<file path="src/rtl/rvs_pkg.sv">
package rvs_pkg;

    typedef enum logic [1:0] {
        POL_RAND = 2'b00,
        POL_LFU  = 2'b01,
        POL_LRU  = 2'b10,
        POL_ALT  = 2'b11
    } policy_e;

    localparam logic [15:0] LFSR_SEED = 16'hACE1;

endpackage

</file>
<file path="src/rtl/rvs_lfsr.sv">
module rvs_lfsr #(
    parameter logic [15:0] SEED = rvs_pkg::LFSR_SEED
) (
    input  logic        clk,
    input  logic        rst_n,
    output logic [15:0] value
);

    logic [15:0] lfsr_d, lfsr_q;

    always_comb begin
        lfsr_d = {lfsr_q[14:0], lfsr_q[15] ^ lfsr_q[13] ^ lfsr_q[12] ^ lfsr_q[10]};
    end

    always_ff @(posedge clk or negedge rst_n) begin
        if (!rst_n) lfsr_q <= SEED;
        else        lfsr_q <= lfsr_d;
    end

    assign value = lfsr_q;

    AST_LFSR_NONZERO: assert property (@(posedge clk) disable iff (!rst_n)
        lfsr_q != 16'h0000);

endmodule

</file>
<file path="src/rtl/rvs_state.sv">
module rvs_state #(
    parameter int NUM_SETS = 4,
    parameter int NUM_WAYS = 4,
    parameter int CNT_W    = 3,
    parameter int STAMP_W  = 16,
    localparam int SET_W   = (NUM_SETS > 1) ? $clog2(NUM_SETS) : 1,
    localparam int WAY_W   = (NUM_WAYS > 1) ? $clog2(NUM_WAYS) : 1
) (
    input  logic                                          clk,
    input  logic                                          rst_n,
    input  logic                                          touch_en,
    input  logic [SET_W-1:0]                              touch_set,
    input  logic [WAY_W-1:0]                              touch_way,
    input  logic                                          drop_en,
    input  logic [SET_W-1:0]                              drop_set,
    input  logic [WAY_W-1:0]                              drop_way,
    output logic [NUM_SETS-1:0][NUM_WAYS-1:0][CNT_W-1:0]   cnt_all,
    output logic [NUM_SETS-1:0][NUM_WAYS-1:0][STAMP_W-1:0] stamp_all
);

    localparam logic [CNT_W-1:0] CNT_MAX = {CNT_W{1'b1}};

    typedef struct packed {
        logic [NUM_SETS-1:0][NUM_WAYS-1:0][CNT_W-1:0]   cnt;
        logic [NUM_SETS-1:0][NUM_WAYS-1:0][STAMP_W-1:0] stamp;
        logic [STAMP_W-1:0]                             clock;
    } state_t;

    state_t st_d, st_q;

    always_comb begin
        st_d = st_q;
        if (touch_en) begin
            st_d.clock = st_q.clock + 1'b1;
            st_d.stamp[touch_set][touch_way] = st_q.clock + 1'b1;
            if (st_q.cnt[touch_set][touch_way] != CNT_MAX)
                st_d.cnt[touch_set][touch_way] = st_q.cnt[touch_set][touch_way] + 1'b1;
        end
        if (drop_en) begin
            st_d.cnt[drop_set][drop_way]   = '0;
            st_d.stamp[drop_set][drop_way] = '0;
        end
    end

    always_ff @(posedge clk or negedge rst_n) begin
        if (!rst_n) st_q <= '0;
        else        st_q <= st_d;
    end

    assign cnt_all   = st_q.cnt;
    assign stamp_all = st_q.stamp;

    AST_CNT_SATURATES: assert property (@(posedge clk) disable iff (!rst_n)
        (touch_en && !drop_en && st_q.cnt[touch_set][touch_way] == CNT_MAX)
        |=> st_q.cnt[$past(touch_set)][$past(touch_way)] == CNT_MAX);

    AST_DROP_CLEARS: assert property (@(posedge clk) disable iff (!rst_n)
        drop_en |=> (st_q.cnt[$past(drop_set)][$past(drop_way)] == '0 &&
                     st_q.stamp[$past(drop_set)][$past(drop_way)] == '0));

    AST_TOUCH_NEWEST: assert property (@(posedge clk) disable iff (!rst_n)
        (touch_en && !drop_en) |=> st_q.stamp[$past(touch_set)][$past(touch_way)] == st_q.clock);

endmodule

</file>
<file path="src/rtl/rvs_pick.sv">
module rvs_pick #(
    parameter int NUM_WAYS = 4,
    parameter int KEY_W    = 16,
    localparam int WAY_W   = (NUM_WAYS > 1) ? $clog2(NUM_WAYS) : 1
) (
    input  logic [NUM_WAYS-1:0][KEY_W-1:0] keys,
    output logic [WAY_W-1:0]               pick
);

    logic [KEY_W-1:0] best;

    always_comb begin
        best = keys[0];
        pick = '0;
        for (int i = 1; i < NUM_WAYS; i++) begin
            if (keys[i] < best) begin
                best = keys[i];
                pick = WAY_W'(i);
            end
        end
    end

endmodule

</file>
<file path="src/rtl/repl_victim_sel.sv">
module repl_victim_sel #(
    parameter int NUM_SETS = 4,
    parameter int NUM_WAYS = 4,
    parameter int CNT_W    = 3,
    parameter int STAMP_W  = 16,
    localparam int SET_W   = (NUM_SETS > 1) ? $clog2(NUM_SETS) : 1,
    localparam int WAY_W   = (NUM_WAYS > 1) ? $clog2(NUM_WAYS) : 1
) (
    input  logic             clk,
    input  logic             rst_n,
    input  logic [1:0]       policy_sel,
    input  logic             touch_en,
    input  logic [SET_W-1:0] touch_set,
    input  logic [WAY_W-1:0] touch_way,
    input  logic             drop_en,
    input  logic [SET_W-1:0] drop_set,
    input  logic [WAY_W-1:0] drop_way,
    input  logic             ask_en,
    input  logic [SET_W-1:0] ask_set,
    output logic             victim_vld,
    output logic [WAY_W-1:0] victim_way
);

    import rvs_pkg::*;

    logic [NUM_SETS-1:0][NUM_WAYS-1:0][CNT_W-1:0]   cnt_all;
    logic [NUM_SETS-1:0][NUM_WAYS-1:0][STAMP_W-1:0] stamp_all;
    logic [15:0]      lfsr_val;
    logic [15:0]      rnd_mod;
    logic [WAY_W-1:0] lfu_pick, lru_pick, rnd_pick, pick;

    rvs_state #(
        .NUM_SETS(NUM_SETS), .NUM_WAYS(NUM_WAYS), .CNT_W(CNT_W), .STAMP_W(STAMP_W)
    ) state_i (
        .clk(clk), .rst_n(rst_n),
        .touch_en(touch_en), .touch_set(touch_set), .touch_way(touch_way),
        .drop_en(drop_en), .drop_set(drop_set), .drop_way(drop_way),
        .cnt_all(cnt_all), .stamp_all(stamp_all)
    );

    rvs_lfsr #(.SEED(LFSR_SEED)) lfsr_i (
        .clk(clk), .rst_n(rst_n), .value(lfsr_val)
    );

    rvs_pick #(.NUM_WAYS(NUM_WAYS), .KEY_W(CNT_W)) lfu_pick_i (
        .keys(cnt_all[ask_set]), .pick(lfu_pick)
    );

    rvs_pick #(.NUM_WAYS(NUM_WAYS), .KEY_W(STAMP_W)) lru_pick_i (
        .keys(stamp_all[ask_set]), .pick(lru_pick)
    );

    assign rnd_mod  = lfsr_val % 16'(NUM_WAYS);
    assign rnd_pick = rnd_mod[WAY_W-1:0];

    always_comb begin
        case (policy_e'(policy_sel))
            POL_LFU: pick = lfu_pick;
            POL_LRU: pick = lru_pick;
            default: pick = rnd_pick;
        endcase
    end

    typedef struct packed {
        logic             vld;
        logic [WAY_W-1:0] way;
    } out_t;

    out_t out_d, out_q;

    always_comb begin
        out_d     = out_q;
        out_d.vld = ask_en;
        if (ask_en) out_d.way = pick;
    end

    always_ff @(posedge clk or negedge rst_n) begin
        if (!rst_n) out_q <= '0;
        else        out_q <= out_d;
    end

    assign victim_vld = out_q.vld;
    assign victim_way = out_q.way;

    AST_ASK_TO_VLD: assert property (@(posedge clk) disable iff (!rst_n)
        ask_en |=> victim_vld);

    AST_IDLE_HOLDS: assert property (@(posedge clk) disable iff (!rst_n)
        !ask_en |=> (!victim_vld && $stable(victim_way)));

    AST_WAY_IN_RANGE: assert property (@(posedge clk) disable iff (!rst_n)
        victim_vld |-> (int'(victim_way) < NUM_WAYS));

endmodule

</file>
<file path="config.mk">
export PLATFORM = sky130hd
export DESIGN_NAME = repl_victim_sel
export DESIGN_NICKNAME = d
export VERILOG_FILES = /design/src/rtl/rvs_pkg.sv /design/src/rtl/rvs_lfsr.sv /design/src/rtl/rvs_state.sv /design/src/rtl/rvs_pick.sv /design/src/rtl/repl_victim_sel.sv
export SDC_FILE = /design/constraint.sdc
export NUM_CORES = 1
export LEC_CHECK = 0
export BUFFER_PORTS_ARGS = -buffer_cell sky130_fd_sc_hd__buf_2
export CORE_MARGIN = 5
export CORE_UTILIZATION = 25
export DETAILED_ROUTE_END_ITERATION = 7
export GPL_ROUTABILITY_DRIVEN = 0
export GPL_TIMING_DRIVEN = 1
export SYNTH_ARGS = -nofsm -noshare
export SYNTH_HDL_FRONTEND = slang
export SYNTH_SLANG_ARGS = --single-unit
</file>
<file path="constraint.sdc">
create_clock -name clk -period 7.15 [get_ports clk]
set_input_delay 0.715 -clock clk [delete_from_list [all_inputs] [get_ports clk]]
set_output_delay 0.715 -clock clk [all_outputs]
set_load 0.03 [all_outputs]
</file>
Word level (Yosys, flattened, before mapping)
Index checks and enable logic that the tools add are counted.
Widths: inputs -> output; s select.
- bits in registers: 339
- input bits: 17
- output and inout bits: 3
- add/subtract/negate cells: 2
- order comparisons: 15
- equality and inequality tests: 3
- multiplexer cells: 40
- bitwise operators: 7
- reductions and logical operators: 4
- operators with widths (kind ; count):
    $mux 320 ; 1
    $mux 304 ; 1
    $and 256x256->256 ; 1
    $bwmux 256 ; 1
    $demux 64 s2 ; 2
    $not 256->256 ; 1
    $mux 64 ; 3
    $bmux 64 s2 ; 1
    $demux 16 s2 ; 2
    $mux 16 ; 4
    $and 48x48->48 ; 1
    $bmux 12 s2 ; 2
    $bwmux 48 ; 1
    $demux 12 s2 ; 2
    $lt 16x16->1 ; 3
    $mux 12 ; 4
    $mux 48 ; 1
    $not 48->48 ; 1
    $add 16x1->16 const B ; 1
    $lt 2x3->1 const B ; 5
    $mux 3 ; 5
    $demux 3 s2 ; 2
    $lt 3x3->1 ; 3
    $ge 2x1->1 const B ; 4
    10 further kinds ; 19

Depth between registers and ports, before layout
Gate-level depths: netlist of run 1.
- depth in word-level cells: 11
- depth in mapped cells: 28

Cells and area by module
From an unflattened synthesis of run 1, not the netlist that was laid out.
- cell total of the unflattened synthesis: 1899
- area, all modules: 20408.3 sq um
- by module, submodules not included (module ; instances ; cells an instance ; area each (sq um) ; seq. area each (sq um)):
    rvs_state ; 1 ; 1525 ; 15970.3 ; 8007.7
    repl_victim_sel ; 1 ; 111 ; 2048.2 ; 75.1
    rvs_pick at lru_pick_i ; 1 ; 192 ; 1554.0 ; 0.0
    rvs_lfsr ; 1 ; 34 ; 549.3 ; 410.4
    rvs_pick at lfu_pick_i ; 1 ; 37 ; 286.5 ; 0.0

Worst setup path before layout of run 1
Ideal clock, no wire load.
- path type: input port to flip-flop
- start: input port ask_set[0]
- end: register out_q (netlist bit victim_way[1])
- library setup time: 0.087 ns
- data arrival time: 6.423 ns
- slack: 0.640 ns
- stages: 27
- path buffers: 4
- path through: buf_2 -> buf_2 -> mux4_2 -> ha_1 -> a211oi_1 -> nor2_1 -> o31ai_1 -> nand2_4 -> buf_6 -> mux2i_1 -> ha_1 -> a211oi_1 -> o211ai_1 -> a21oi_1 -> nand3_1 -> a2bb2oi_4 -> buf_4 -> nor2_1 -> a21oi_1 -> ha_1 -> or3_1 -> a21oi_1 -> nor4b_1 -> a311oi_1 -> a21boi_0 -> o221ai_2 -> o211ai_1
- word-level cells in the longest chain between the ends: 9
- elaborated cells between the ends (all ways): 19
- classes of those cells: order compare: 6; mux: 13
- RTL lines (what ; RTL line ; RTL):
    start: declaration ; repl_victim_sel.sv:19 ; input logic [SET_W-1:0] ask_set,
    $bmux 64 s2 / $bmux 12 s2 (equally long branches) ; repl_victim_sel.sv:50, repl_victim_sel.sv:46 ;
    $mux 64 (implied by the code) / $mux 12 (equally long branches) ; repl_victim_sel.sv:50, repl_victim_sel.sv:46 ;
    $lt 16x16->1 / $lt 3x3->1 (equally long branches) ; rvs_pick.sv:16 ; if (keys[i] < best) begin
    $mux 16 / $mux 3 (equally long branches) ; rvs_pick.sv:16 ;
    $lt 16x16->1 / $lt 3x3->1 (equally long branches) ; rvs_pick.sv:16 ;
    $mux 16 / $mux 3 (equally long branches) ; rvs_pick.sv:16 ;
    $lt 16x16->1 / $lt 3x3->1 (equally long branches) ; rvs_pick.sv:16 ;
    $mux 2 ; rvs_pick.sv:16 ;
    $pmux 2 s2 (*) ; repl_victim_sel.sv:57 ; case (policy_e'(policy_sel))
    end signal: assignment ; repl_victim_sel.sv:79 ; else out_q <= out_d;
    end: declaration ; repl_victim_sel.sv:69 ; out_t out_d, out_q;
Mark *: on every way between the ends. The rest lies on a longest branch, timed or not. The select of a mux whose other input is x is not followed.
A chain may end at the register's enable or synchronous reset.

Final worst setup path of run 1
- start: input port ask_set[0]
- end: register out_q (netlist bit victim_way[0])
The elaborated chain is that of the path after synthesis.

==> run_results.csv, run 1 <==
group,metric,value,unit
clock_tree,clk_path_buf_depth,3,
routing,routed_wl,47.5,mm
pwr,p_leak,7.89,nW
clock_tree,cts-hold-fix-buffers,0,
sta,final.min_clock_period,6500,ps
floorplanning,initial_core_util,25.3,%
grt,grt.overflow.total,0,
sta,report.final.setup_viol,0,
routing,avgRoutedWirePerCell,18.4,um
worst_setup_path,critPathArrivalTime,6950,ps
sta,grt_setup_unrepaired,"false",
worst_setup_path,crit_path_start_kind,"primary input",
placement,place_ws,117,ps
sta,slew_viol_final,0,
worst_setup_path,crit_slowest_cell,"sky130_fd_sc_hd__mux4_2",
worst_setup_path,reg2regPathDepth,24,
logic_synthesis,netlist_top_cells_area,"sky130_fd_sc_hd__dfrtp_1 (48%), sky130_fd_sc_hd__mux4_2 (12%), sky130_fd_sc_hd__a211oi_1 (11%)",
clock_tree,clock_sink_count,339,
floorplanning,ports_placed_on_the_boundary,20,
clock_tree,post-cts-setup-buffers,0,
grt,via_count_of_the_first_global_routing_pass,13200,
pwr,power_per_cell_area,361,nW/um2
worst_setup_path,worst_setup_path_endpoint,"victim_way[0]",
sta,fmaxAchievable,0.154,GHz
logic_synthesis,post_synth_instance_area,17400,um2
logic_synthesis,number_of_synthesized_register_bits,339,
sta,period_share,90.9,%
floorplanning,die-width,274,um
routing,pre_antenna_drt_iters,5,
sta,whs,218,ps
floorplanning,num_rows,96,
clock_tree,cts.repair.resized,0,
clock_tree,h-tree-depth,2,
grt,pin_count_of_the_biggest_net_entering_global_routing,139,
routing,detail_route.drc_violations,0,
logic_synthesis,synth-edff-count,0,
routing,vias,12900,
worst_setup_path,timing.critical_path.required,7600,ps
placement,hpwl_detailed,31.8,mm
logic_synthesis,synth_top_area_share,47.6,%
outcome,outcome,"finished clean",
grt,antenna_violations_before_repair,6,
placement,io_buffer_count,19,
sta,tightest_slew,1310,ps
logic_synthesis,synth_nets,1709,
pwr,irDropWorstVdd,192,uV
routing,drt_iter0_markers,984,
placement,dpl_cell_area,18700,um2
sta,fin_worst_skew,14.4,ps
clock_tree,clock_input_transition_at_the_sequential_cells_of_the_worst_setup_and_hold_paths,60,ps
final_layout,layout_cells_sized_above_1,16.3,%
logic_synthesis,postSynthAreaPerCell,10.6,um2
clock_tree,root_buffer,"sky130_fd_sc_hd__clkbuf_16",
sta,finalSetupTns,0,ps
worst_setup_path,setup.worst_path.end_class,"register",
grt,grt_util_met1,16.9,%
worst_setup_path,regToRegEndpoint,"victim_way[0]",
logic_synthesis,synth.largest_area_cell,"sky130_fd_sc_hd__dfrtp_1",
grt,grt_use_met3,2.36,%
run,maxCapViolCount,0,
grt,gr-usage-all-layers,12.5,%
worst_setup_path,reg2reg_slack,910,ps
sta,slew_headroom,12.9,%
floorplanning,fp.coreArea,68800,um2
grt,grtUsageMet2,20.4,%
routing,detail-route-antenna-nets,0,
floorplanning,floorplan.die_area,75000,um2
logic_synthesis,yosys_warnings,0,
logic_synthesis,post_synth_inst_count,1634,
clock_tree,clock_insertion_delay_worst_skew,530,ps
worst_setup_path,critPathLaunch,"ask_set[0]",
floorplanning,die_y,274,um
final_layout,layout_commonest_cell,"sky130_fd_sc_hd__dfrtp_1",
routing,vias_per_cell,5.03,
logic_synthesis,postSynth.asyncResetShare,100,%
worst_setup_path,timing_worst_setup_path_type,"in -> reg",
worst_setup_path,critical_path_peak_fanout,33,
worst_hold_path,hold_path.class,"in -> async",
worst_setup_path,worst_r2r_startpoint,"state_i.stamp_all[150]",
final_layout,postLayoutCellArea,19900,um2
clock_tree,cts_inserted_buffers,38,
logic_synthesis,ys_types,64,
grt,grt_pass1_wl,75.2,mm
final_layout,num-nets-final,1690,
sta,hold_viol,0,
sta,setup_ws,651,ps
clock_tree,cts_tree,"built",
logic_synthesis,main_synth_ff_type,"sky130_fd_sc_hd__dfrtp_1",
final_layout,syn_to_final_growth,14.4,%
grt,grt-busiest-layer,"met2",
worst_setup_path,worst_path_largest_cell_delay,570,ps
logic_synthesis,synth-seq-area-share,48.8,%
final_layout,final_cell_mix,"sky130_fd_sc_hd__dfrtp_1 (331), sky130_fd_sc_hd__nor2_1 (327), sky130_fd_sc_hd__a211oi_1 (245)",
## how the worst min path moves through the flow
stage	from	endpoint	slack, ps	cells past startpoint
after detailed placement	lfsr_i.value[3]	lfsr_i.value[4]	340	0
final	rst_n	state_i.st_q[0]	220	1
after CTS	rst_n	state_i.st_q[0]	320	1
after floorplan	lfsr_i.value[2]	lfsr_i.value[3]	330	0
after global placement	lfsr_i.value[14]	lfsr_i.value[15]	340	0
after global routing	rst_n	state_i.st_q[0]	350	1
## sequential cells by signal (all words and copies together) (netlist names)
register and flops:
victim_vld 1, state_i.stamp_all 256, state_i.st_q 16, state_i.cnt_all 48, lfsr_i.value 16, victim_way 2
## metrics by stage
step | util, % | total power, mW | std cells
2_1_floorplan | - | 4.57 | 1634
5_1_grt | 28.9 | 7.63 | 2574
6_report | 28.9 | 7.19 | 2576
4_1_cts | 28.9 | 7.23 | 2573
3_3_place_gp | 27.1 | 5.15 | 2506
3_5_place_dp | 27.1 | 5.28 | 2506
## final cells by class
class | count | area, um2
Antenna cell | 3 | 7.51
Clock buffer | 59 | 1130
Clock inverter | 8 | 93.8
Fill cell | 7078 | 48900
Inverter | 25 | 93.8
Multi-Input combinational cell | 1141 | 8390
Sequential cell | 339 | 8490
Tap cell | 931 | 1160
Timing Repair Buffer | 70 | 531
## per-layer routing
metal | vias to the layer above | part of all wire [%] | wire, um
met3 | 74 | 5.8 | 2760
met2 | 365 | 48 | 22800
met4 | 6 | 2.3 | 1100
met5 | - | 0.097 | 46
met1 | 6551 | 44 | 20800
li1 | 5952 | - | -
## logic make-up after synthesis
logic type / count (synthesis) / synth area share [%]
flip-flops: 339 / 48.8
AO/OA/AOI/OAI: 424 / 16.9
adder cells (fa/ha/maj): 58 / 4.17
buffers and inverters: 154 / 3.52
AND/OR/NAND/NOR: 521 / 12.3
multiplexers: 108 / 12.8
XOR/XNOR: 30 / 1.51
## where the power goes
group | switching, mW | internal (mW) | total [mW]
Sequential | 0.308 | 2.39 | 2.69
Combinational | 1.45 | 1.11 | 2.57
Clock | 0.775 | 1.16 | 1.93
Total | 2.54 | 4.66 | 7.19
## critical path, delay by kind of cell
family          cells  cell delay, ps
mux                 2             900
simple gates        4            1030
buf+inv             3             720
compound gates     14            2630
fa+ha+maj           3             890
## cells in the mapped netlist (5+ instances only)
cell                       number
sky130_fd_sc_hd__nand4_1        9
sky130_fd_sc_hd__mux2i_1       16
sky130_fd_sc_hd__nand3_1       16
sky130_fd_sc_hd__nor3_1        10
sky130_fd_sc_hd__a21oi_2       10
sky130_fd_sc_hd__a211oi_1     245
sky130_fd_sc_hd__buf_1         14
sky130_fd_sc_hd__ha_1          58
sky130_fd_sc_hd__clkbuf_1      99
sky130_fd_sc_hd__dfstp_2        8
sky130_fd_sc_hd__o21ai_0       40
sky130_fd_sc_hd__nand2_1      104
sky130_fd_sc_hd__a21oi_1       90
sky130_fd_sc_hd__nand2b_1       8
sky130_fd_sc_hd__o211ai_1      10
sky130_fd_sc_hd__buf_2         11
sky130_fd_sc_hd__inv_1         25
sky130_fd_sc_hd__and3_1        10
sky130_fd_sc_hd__xor2_1         6
sky130_fd_sc_hd__nor2_1       339
sky130_fd_sc_hd__a21o_1         5
sky130_fd_sc_hd__dfrtp_1      331
sky130_fd_sc_hd__xnor2_1       24
sky130_fd_sc_hd__mux4_2        91
Note: power is estimated with default switching activity, not from simulation.
==> inputs of run 2 (changes only) <==
--- a/config.mk
+++ b/config.mk
@@ -11,6 +11,7 @@
 export DETAILED_ROUTE_END_ITERATION = 7
 export GPL_ROUTABILITY_DRIVEN = 0
 export GPL_TIMING_DRIVEN = 1
+export PLACE_DENSITY = 0.47
 export SYNTH_ARGS = -nofsm -noshare
 export SYNTH_HDL_FRONTEND = slang
 export SYNTH_SLANG_ARGS = --single-unit
==> run 2 against run 1 <==
Against the previous run: register-to-register slack got worse by 70 ps; worst hold slack worse by 16 ps; critical path depth unchanged.
==> run_results.csv, run 2 (synthesized netlist as in run 1, its figures left out) <==
group,metric,value,unit
final_layout,multi_input_comb_area,8370,um2
final_layout,layout_cells_sized_above_1,17.0,%
clock_tree,post-cts-setup-buffers,0,
floorplanning,initial_core_util,25.3,%
worst_setup_path,critical_path_peak_fanout,25,
final_layout,layout_commonest_cell,"sky130_fd_sc_hd__dfrtp_1",
clock_tree,cts_inserted_buffers,40,
run,maxCapViolCount,0,
final_layout,final_cell_mix,"sky130_fd_sc_hd__dfrtp_1 (331), sky130_fd_sc_hd__nor2_1 (327), sky130_fd_sc_hd__a211oi_1 (245)",
sta,slew_viol_final,0,
final_layout,antenna-diode-count,0,
final_layout,num-nets-final,1701,
floorplanning,floorplan.die_area,75000,um2
routing,vias,12800,
clock_tree,clock_sink_count,339,
routing,detail-route-antenna-nets,0,
routing,avgRoutedWirePerCell,19.7,um
routing,detail_route.drc_violations,0,
pwr,power,7.36,mW
sta,finalSetupTns,0,ps
grt,gr-usage-all-layers,13.5,%
worst_setup_path,timing_worst_setup_path_type,"in -> reg",
worst_setup_path,worst_path_largest_cell_delay,560,ps
worst_setup_path,crit_slowest_cell,"sky130_fd_sc_hd__mux4_2",
final_layout,postLayoutCoreUtil,29.1,%
final_layout,largest_register_ffs,256,
worst_setup_path,crit_path_start_kind,"primary input",
placement,io_buffer_count,19,
sta,report.final.setup_viol,0,
routing,pre_antenna_drt_iters,5,
grt,pin_count_of_the_biggest_net_entering_global_routing,175,
sta,fin_worst_skew,20.4,ps
grt,grt_pass1_wl,79.6,mm
clock_tree,h-tree-depth,2,
final_layout,syn_to_final_growth,15.2,%
worst_hold_path,hold_path.class,"in -> async",
clock_tree,clock_insertion_delay_worst_skew,560,ps
clock_tree,clk_path_buf_depth,3,
grt,grt.overflow.total,0,
worst_setup_path,critPathArrivalTime,6990,ps
pwr,irDropWorstVdd,158,uV
grt,antenna_violations_before_repair,2,
sta,final.min_clock_period,6530,ps
clock_tree,clock_input_transition_at_the_sequential_cells_of_the_worst_setup_and_hold_paths,60,ps
routing,drt_iter0_markers,812,
worst_setup_path,timing.critical_path.required,7610,ps
sta,fmaxAchievable,0.153,GHz
sta,hold_viol,0,
floorplanning,ports_placed_on_the_boundary,20,
final_layout,fillerInstances,7124,
final_layout,seqCellArea,8490,um2
floorplanning,fp.coreArea,68800,um2
floorplanning,num_rows,96,
sta,slew_headroom,24.7,%
floorplanning,die_y,274,um
pwr,p_leak,7.97,nW
placement,hpwl_detailed,33.8,mm
grt,via_count_of_the_first_global_routing_pass,13100,
sta,period_share,91.4,%
routing,vias_per_cell,4.94,
outcome,outcome,"finished clean",
clock_tree,root_buffer,"sky130_fd_sc_hd__clkbuf_16",
pwr,power_per_cell_area,367,nW/um2
floorplanning,die-width,274,um
clock_tree,cts_tree,"built",
sta,grt_setup_unrepaired,"false",
worst_setup_path,setup.worst_path.end_class,"register",
routing,routed_wl,51.1,mm
sta,tightest_slew,1120,ps
==> run 2: cell types whose count changed in the layout (fill, tap and decap cells not counted), moves of 2 or more <==
cell	previous run	this run
sky130_fd_sc_hd__clkbuf_16	39	41
sky130_fd_sc_hd__buf_4	50	59
sky130_fd_sc_hd__clkinv_2	5	3
sky130_fd_sc_hd__diode_2	3	0
sky130_fd_sc_hd__nor3_2	4	8
sky130_fd_sc_hd__nor3_4	4	0
==> run 2: final cells by class <==
type                            instances  area share [%]
Sequential cell                       339            42.4
Timing Repair Buffer                   79            2.98
Inverter                               25           0.468
Multi-Input combinational cell       1141            41.8
Tap cell                              931            5.81
Clock buffer                           62            5.96
Clock inverter                          9           0.649
==> run 2: where the power goes <==
part / internal, mW / switching [mW]
registers: 2.39 / 0.309
logic: 1.12 / 1.46
clock network: 1.26 / 0.830
==> run 2: worst paths after layout <==
check                                       start                    end  slack, ps  cells past startpoint
min in group clk                  lfsr_i.value[9]       lfsr_i.value[10]        350                      0
setup reg to reg           state_i.stamp_all[150]          victim_way[0]        840                     24
hold reg to reg                   lfsr_i.value[9]       lfsr_i.value[10]        350                      0
hold / removal                              rst_n    state_i.cnt_all[26]        200                      1
setup / recovery                       ask_set[0]          victim_way[0]        620                     26
max in group asynchronous                   rst_n  state_i.stamp_all[39]       5510                      2
==> run 2: worst max-delay path, delay by kind of cell <==
kind / cells / cell delay (ps)
AND/OR/NAND/NOR: 5 / 1090
buffers and inverters: 3 / 700
AO/OA/AOI/OAI: 13 / 2660
adder cells (fa/ha/maj): 3 / 900
multiplexers: 2 / 890
==> run 2: repair_timing <==
item | 4_1_cts | 5_1_grt
endpoints found under the setup margin | 0 | 2
hold buffers | 0 | 0
resized for setup | 0 | 1
==> run 2: per-stage QoR <==
stage | setup WS (ps) | std cells | hold WS (ps) | area (um2)
detailed placement | -38.3 | 2515 | 337 | 18700
global placement | 149 | 2515 | 336 | 18700
floorplan | 640 | 1634 | 331 | 17400
finish | 617 | 2586 | 201 | 20000
global route | 78.3 | 2586 | 302 | 20000
CTS | 501 | 2586 | 278 | 20000
==> run 2: layer usage <==
layer / part of all wire [%] / up-vias / global-route usage (%)
met5: 0.057 / - / 0
met4: 1.8 / 4 / 3.05
met3: 4.5 / 59 / 2.42
met2: 48 / 254 / 22.4
met1: 45 / 6494 / 18.6
li1: - / 5958 / -
